[src/rtl/prbs_pkg.sv]
package prbs_pkg;
    localparam int DEF_STATE_W = 33;
    localparam int DEF_TAP_HI  = 33;
    localparam int DEF_TAP_LO  = 20;
    localparam int DEF_STEPS   = 32;

    typedef enum logic [1:0] {
        ACT_HOLD = 2'd0,
        ACT_LOAD = 2'd1,
        ACT_ADV  = 2'd2
    } prbs_act_e;
endpackage

[src/rtl/prbs_seed_guard.sv]
module prbs_seed_guard #(
    parameter int                 STATE_W  = prbs_pkg::DEF_STATE_W,
    parameter logic [STATE_W-1:0] SUB_SEED = 1
) (
    input  logic [STATE_W-2:0] word_in,
    input  logic               ext_in,
    output logic [STATE_W-1:0] seed_out
);
    logic [STATE_W-1:0] raw;

    always_comb begin
        raw = {ext_in, word_in};
        seed_out = (raw == '0) ? SUB_SEED : raw;
    end

    always_comb begin
        assert (seed_out != '0) else $error("AST_SEED_NONZERO");
    end
endmodule

[src/rtl/prbs_multi_step.sv]
module prbs_multi_step #(
    parameter int STATE_W = prbs_pkg::DEF_STATE_W,
    parameter int TAP_HI  = prbs_pkg::DEF_TAP_HI,
    parameter int TAP_LO  = prbs_pkg::DEF_TAP_LO,
    parameter int STEPS   = prbs_pkg::DEF_STEPS
) (
    input  logic [STATE_W-1:0] cur_in,
    output logic [STATE_W-1:0] nxt_out
);
    localparam int HI_IDX = TAP_HI - 1;
    localparam int LO_IDX = TAP_LO - 1;

    // Unrolled chain of single steps: shift left, feedback into bit 1
    always_comb begin
        logic [STATE_W-1:0] acc;
        acc = cur_in;
        for (int i = 0; i < STEPS; i++) begin
            acc = {acc[STATE_W-2:0], acc[HI_IDX] ^ acc[LO_IDX]};
        end
        nxt_out = acc;
    end
endmodule

[src/rtl/prbs33_stepper.sv]
module prbs33_stepper #(
    parameter int STATE_W = prbs_pkg::DEF_STATE_W,
    parameter int TAP_HI  = prbs_pkg::DEF_TAP_HI,
    parameter int TAP_LO  = prbs_pkg::DEF_TAP_LO,
    parameter int STEPS   = prbs_pkg::DEF_STEPS
) (
    input  logic                 clk,
    input  logic                 rst_n,
    input  logic                 seed_load,
    input  logic [STATE_W-2:0]   seed_word,
    input  logic                 seed_ext,
    input  logic                 advance,
    output logic [STATE_W-2:0]   word_out,
    output logic                 ext_out,
    output logic                 valid_out
);
    import prbs_pkg::*;

    localparam int                 OUT_W    = STATE_W - 1;
    localparam logic [STATE_W-1:0] SUB_SEED = {{(STATE_W-1){1'b0}}, 1'b1};

    typedef struct packed {
        logic [STATE_W-1:0] state;
        logic               valid;
    } gen_reg_t;

    gen_reg_t           reg_d, reg_q;
    prbs_act_e          act_d;
    logic [STATE_W-1:0] seed_fixed;
    logic [STATE_W-1:0] stepped;

    prbs_seed_guard #(
        .STATE_W (STATE_W),
        .SUB_SEED(SUB_SEED)
    ) u_guard (
        .word_in (seed_word),
        .ext_in  (seed_ext),
        .seed_out(seed_fixed)
    );

    prbs_multi_step #(
        .STATE_W(STATE_W),
        .TAP_HI (TAP_HI),
        .TAP_LO (TAP_LO),
        .STEPS  (STEPS)
    ) u_step (
        .cur_in (reg_q.state),
        .nxt_out(stepped)
    );

    always_comb begin
        act_d = ACT_HOLD;
        if (seed_load) begin
            act_d = ACT_LOAD;
        end else if (advance && reg_q.valid) begin
            act_d = ACT_ADV;
        end
        reg_d = reg_q;
        case (act_d)
            ACT_LOAD: begin
                reg_d.state = seed_fixed;
                reg_d.valid = 1'b1;
            end
            ACT_ADV: reg_d.state = stepped;
            default: ;
        endcase
    end

    always_ff @(posedge clk or negedge rst_n) begin
        if (!rst_n) begin
            reg_q.state <= SUB_SEED;
            reg_q.valid <= 1'b0;
        end else begin
            reg_q <= reg_d;
        end
    end

    assign word_out  = reg_q.state[OUT_W-1:0];
    assign ext_out   = reg_q.state[STATE_W-1];
    assign valid_out = reg_q.valid;

    AST_STATE_NONZERO: assert property (@(posedge clk) disable iff (!rst_n)
        {ext_out, word_out} != '0);
    AST_LOAD_TAKES: assert property (@(posedge clk) disable iff (!rst_n)
        (seed_load && {seed_ext, seed_word} != '0)
        |=> ({ext_out, word_out} == $past({seed_ext, seed_word}) && valid_out));
    AST_ZERO_SUB: assert property (@(posedge clk) disable iff (!rst_n)
        (seed_load && {seed_ext, seed_word} == '0)
        |=> ({ext_out, word_out} == SUB_SEED));
    AST_HOLD_IDLE: assert property (@(posedge clk) disable iff (!rst_n)
        (!seed_load && !advance)
        |=> ($stable(word_out) && $stable(ext_out) && $stable(valid_out)));
    AST_NO_ADV_UNSEEDED: assert property (@(posedge clk) disable iff (!rst_n)
        (!seed_load && !valid_out) |=> ($stable(word_out) && $stable(ext_out)));
    AST_EXT_CARRY: assert property (@(posedge clk) disable iff (!rst_n)
        (advance && !seed_load && valid_out) |=> (ext_out == $past(word_out[0])));
endmodule

[config.mk]
export PLATFORM = sky130hd
export DESIGN_NAME = prbs33_stepper
export DESIGN_NICKNAME = d
export VERILOG_FILES = /design/src/rtl/prbs_pkg.sv /design/src/rtl/prbs_seed_guard.sv /design/src/rtl/prbs_multi_step.sv /design/src/rtl/prbs33_stepper.sv
export SDC_FILE = /design/constraint.sdc
export NUM_CORES = 1
export LEC_CHECK = 0
export ABC_AREA = 1
export BUFFER_PORTS_ARGS = -buffer_cell sky130_fd_sc_hd__buf_2
export CAP_MARGIN = 20
export CORE_MARGIN = 1
export CORE_UTILIZATION = 50
export DETAILED_ROUTE_END_ITERATION = 8
export GPL_TIMING_DRIVEN = 0
export PLACE_DENSITY = 0.79
export SLEW_MARGIN = 10
export SYNTH_ARGS = -nofsm -noshare
export SYNTH_HDL_FRONTEND = slang
export SYNTH_SLANG_ARGS = --single-unit
[constraint.sdc]
create_clock -name clk -period 1.48 [get_ports clk]
set_input_delay 0.074 -clock clk [delete_from_list [all_inputs] [get_ports clk]]
set_output_delay 0.074 -clock clk [all_outputs]
set_load 0.02 [all_outputs]
==> flow_metrics.py <==
metrics = {
    "drt": {
        "vias_per_cell": 5.31,
        "wl_mm": 6.04,
        "wire_per_inst_um": 14.8,
        "drc": 0,
        "drtIter0Drc": 147,
        "drt.antenna.violating_nets": 0,
        "drtPass1Iterations": 5,
        "num_vias": 2170,
    },
    "sta": {
        "slew_violations": 0,
        "fin_hold_ws_ns": 0.0131,
        "min_period_ns": 1.39,
        "slew_headroom_pct": 48.3,
        "finalSetupViolations": 0,
        "worst_pin_slew_ns": 0.776,
        "finalWorstSetupSlack_ns": 0.0947,
        "rsz0062_at_grt": "no",
        "fin_skew_ns": 0.00945,
        "finalSetupTns_ns": 0,
        "final_hold_viol_count": 0,
        "max_freq_mhz": 722,
        "fin_crit_sh_pct": 93.6,
    },
    "die": {
        "start_util_pct": 54.0,
        "coreArea_mm2": 0.00377,
        "die-area_mm2": 0.00434,
        "num_rows": 22,
        "boundaryPins": 71,
        "die_width_um": 65.8,
        "die_h_um": 65.8,
    },
    "setup_path": {
        "crit_required_ns": 1.68,
        "arrival_ns": 1.59,
        "reg2reg_depth": 6,
        "criticalPathCategory": "register to register",
        "reg2reg_from": "valid_out",
        "path_cells": "nand2_2, nand2_4, inv_2, clkbuf_4, nand2_1, o211ai_1",
        "slowest_stage": "dfrtp_1",
        "worst_setup_path_end_kind": "register",
        "crit_path_max_fanout": 10,
        "start_kind": "register",
        "worstSetupEndpoint": "word_out[31]",
        "r2r_slack_ns": 0.09,
        "slowest_delay_ns": 0.41,
        "regToRegEndpoint": "word_out[31]",
        "worstSetupStartpoint": "valid_out",
    },
    "finish": {
        "drive_gt1_share_pct": 26.6,
        "diodes": 0,
        "multi_input_area_um2": 998,
        "layout.area.seq_um2": 852,
        "fin_util_pct": 68.4,
        "synthToLayoutAreaGrowth_pct": 26.5,
        "nets": 399,
        "design_area_mm2": 0.00258,
        "fillCellCount": 335,
    },
    "global_route": {
        "grt_start_max_net_pins": 35,
        "grt_pass1_wl_mm": 9.31,
        "antenna_found_initial": 0,
        "grt-ovfl-total": 0,
        "grtUsageTotal_pct": 29.7,
        "grt_pass1_vias": 1906,
        "top_usage_layer": "met2",
        "met3_usage_pct": 6.72,
        "use_met1_pct": 40.6,
        "grt.met2_usage_pct": 46.4,
    },
    "synthesis": {
        "synthXorXnorAreaFrac_pct": 7.73,
        "synthAdderAreaFrac_pct": 0,
        "muxShareOfSynthArea_pct": 0,
        "yosysSeqAreaShare_pct": 41.8,
        "yosysTopAreaCell": "dfrtp_1",
        "ys_warn_count": 0,
        "synthSimpleGateAreaFrac_pct": 27.8,
        "synth-seq-cells": 34,
        "synth_top_family_by_area": "simple AND/OR/NAND/NOR gates",
        "synth_nets": 318,
        "synth_compound_area_share_pct": 13.4,
        "ys_types": 25,
        "synth_top_cell_area_share_pct": 40.5,
        "avgSynthCellArea_um2": 7.25,
        "synth.area.top_cells": "dfrtp_1 41%, nand2_1 13%, nor2_1 7.6%",
        "postSynthCellCount": 281,
        "netlist_area_mm2": 0.00204,
    },
    "clock_network": {
        "worst_skew_pair.late_latency_ns": 0.29,
        "clockRootBuffer": "clkbuf_8",
        "cts_made_buffers": 5,
        "htreeDepth": 2,
        "cts_tree": "yes",
        "clkTransAtPathRegs_ns": 0.07,
        "cts_sinks": 34,
        "cts_buffer_depth": 2,
    },
    "run": {
        "drv_cap": 0,
    },
    "place": {
        "placed_area_mm2": 0.00245,
        "hpwl_mm": 4.43,
        "pre_cts_slack_ns": 0.0620,
        "port_buffers": 70,
        "place_congestion": 0.932,
    },
    "power_and_ir_drop": {
        "p_int_uw": 1800,
        "p_sw_share_pct": 37.8,
        "p_switching_uw": 1090,
        "power_frac_comb_pct": 33.7,
        "peakVddDrop_v": 0.000572,
        "power.density_mw_per_mm2": 1120,
        "p_leak_uw": 0.00136,
        "seq_power_share_pct": 42.5,
        "clock_power_share_pct": 23.8,
    },
    "outcome": {
        "status": "complete, no violations",
    },
    "hold_path": {
        "min_path_type": "primary input to register",
    },
}
[through the flow]
step / total power [uW] / instances
2_1_floorplan: 1850 / 281
3_3_place_gp: 2170 / 399
3_5_place_dp: 2200 / 399
4_1_cts: 2880 / 406
5_1_grt: 3050 / 409
6_report: 2890 / 409
[cell usage in the layout (no fill, tap or decap)]
master	instances
o21ai_1	3
nand2_4	1
clkbuf_4	1
buf_2	75
buf_12	1
buf_4	3
dfrtp_1	33
o221ai_1	2
nor2_1	41
dlygate4sd3_1	1
xnor2_1	13
or2_2	2
xor2_1	5
a31oi_1	11
o211ai_1	4
nand3b_1	1
nand2_1	73
inv_2	3
nand3_1	18
nor2_4	1
dfstp_2	1
nand2_2	1
clkbuf_1	1
inv_1	33
a21oi_1	9
clkbuf_8	6
buf_6	1
o21ai_0	12
a22oi_1	5
[state kept, by name, indices dropped and copies added (netlist names)]
signal / count
ext_out: 1
word_out: 32
valid_out: 1
[area by class of cell]
class,instances,share of cell area (%)
timing repair buffer,74,15.3
inverter,36,5.24
clock buffer,6,3.20
tap,48,2.33
buffer,9,2.13
multi-input combinational,202,38.7
sequential,34,33.0
[power groups by stage]
stage / clock network, uW / logic [uW] / registers (uW)
2_1_floorplan: 0 / 468 / 1380
3_3_place_gp: 0 / 935 / 1240
3_5_place_dp: 0 / 956 / 1240
4_1_cts: 689 / 961 / 1230
5_1_grt: 735 / 1070 / 1250
6_report: 687 / 974 / 1230
[what timing repair did]
item / 4_1_cts / 5_1_grt
setup endpoints to repair: 0 / 14
endpoints found under the hold margin: 33 / 0
buffers inserted: 0 / 3
hold buffers: 1 / 0
resized for setup: 0 / 1
[worst min-delay path by stage]
stage                         endpoint          start  depth (start not counted)  slack (ns)
final                     word_out[26]  seed_word[26]                          3        0.01
after CTS                 word_out[26]  seed_word[26]                          3        0.01
after floorplan                ext_out          rst_n                          0       -0.22
after global placement    word_out[22]          rst_n                          1        0.20
after global routing      word_out[26]  seed_word[26]                          3        0.02
after detailed placement  word_out[23]          rst_n                          1        0.19
[worst max-delay path, delay by kind of cell, from the launching register on]
| kind | cells | cell delay (ns) |
|---|---|---|
| simple gates | 3 | 0.34 |
| flops | 1 | 0.41 |
| compound gates | 1 | 0.09 |
| buf+inv | 2 | 0.46 |
[synthesized netlist by cell type]
master and instances:
or2_2 2, dfrtp_1 33, inv_1 33, clkbuf_1 1
buf_2 6, inv_2 3, o211ai_1 4, xnor2_1 13
o221ai_1 2, xor2_1 5, nand3_1 18, dfstp_2 1
nor2_4 1, nand2_2 1, buf_6 1, a21oi_1 9
buf_4 1, a31oi_1 11, nor2_1 41, o21ai_1 3
o21ai_0 12, a22oi_1 5, nand2_1 73, nand3b_1 1
nand2_4 1
[kinds of logic (layout without fill, tap and decap cells)]
kind of cell              Yosys count  count (layout)
AOI/OAI and AO/OA                  46              46
xor gates and xnor gates           18              18
buffers and inverters              45             125
DFF                                34              34
and+or+nand+nor                   138             138
[routing by layer]
| layer | wire length, um | part of all wire, % | vias up |
|---|---|---|---|
| met4 | 77 | 1.3 | 0 |
| li1 | - | - | 1055 |
| met2 | 2880 | 48 | 115 |
| met3 | 582 | 9.6 | 9 |
| met1 | 2500 | 41 | 991 |
| met5 | 0 | 0 | - |
(Power assumes the default switching activity.)
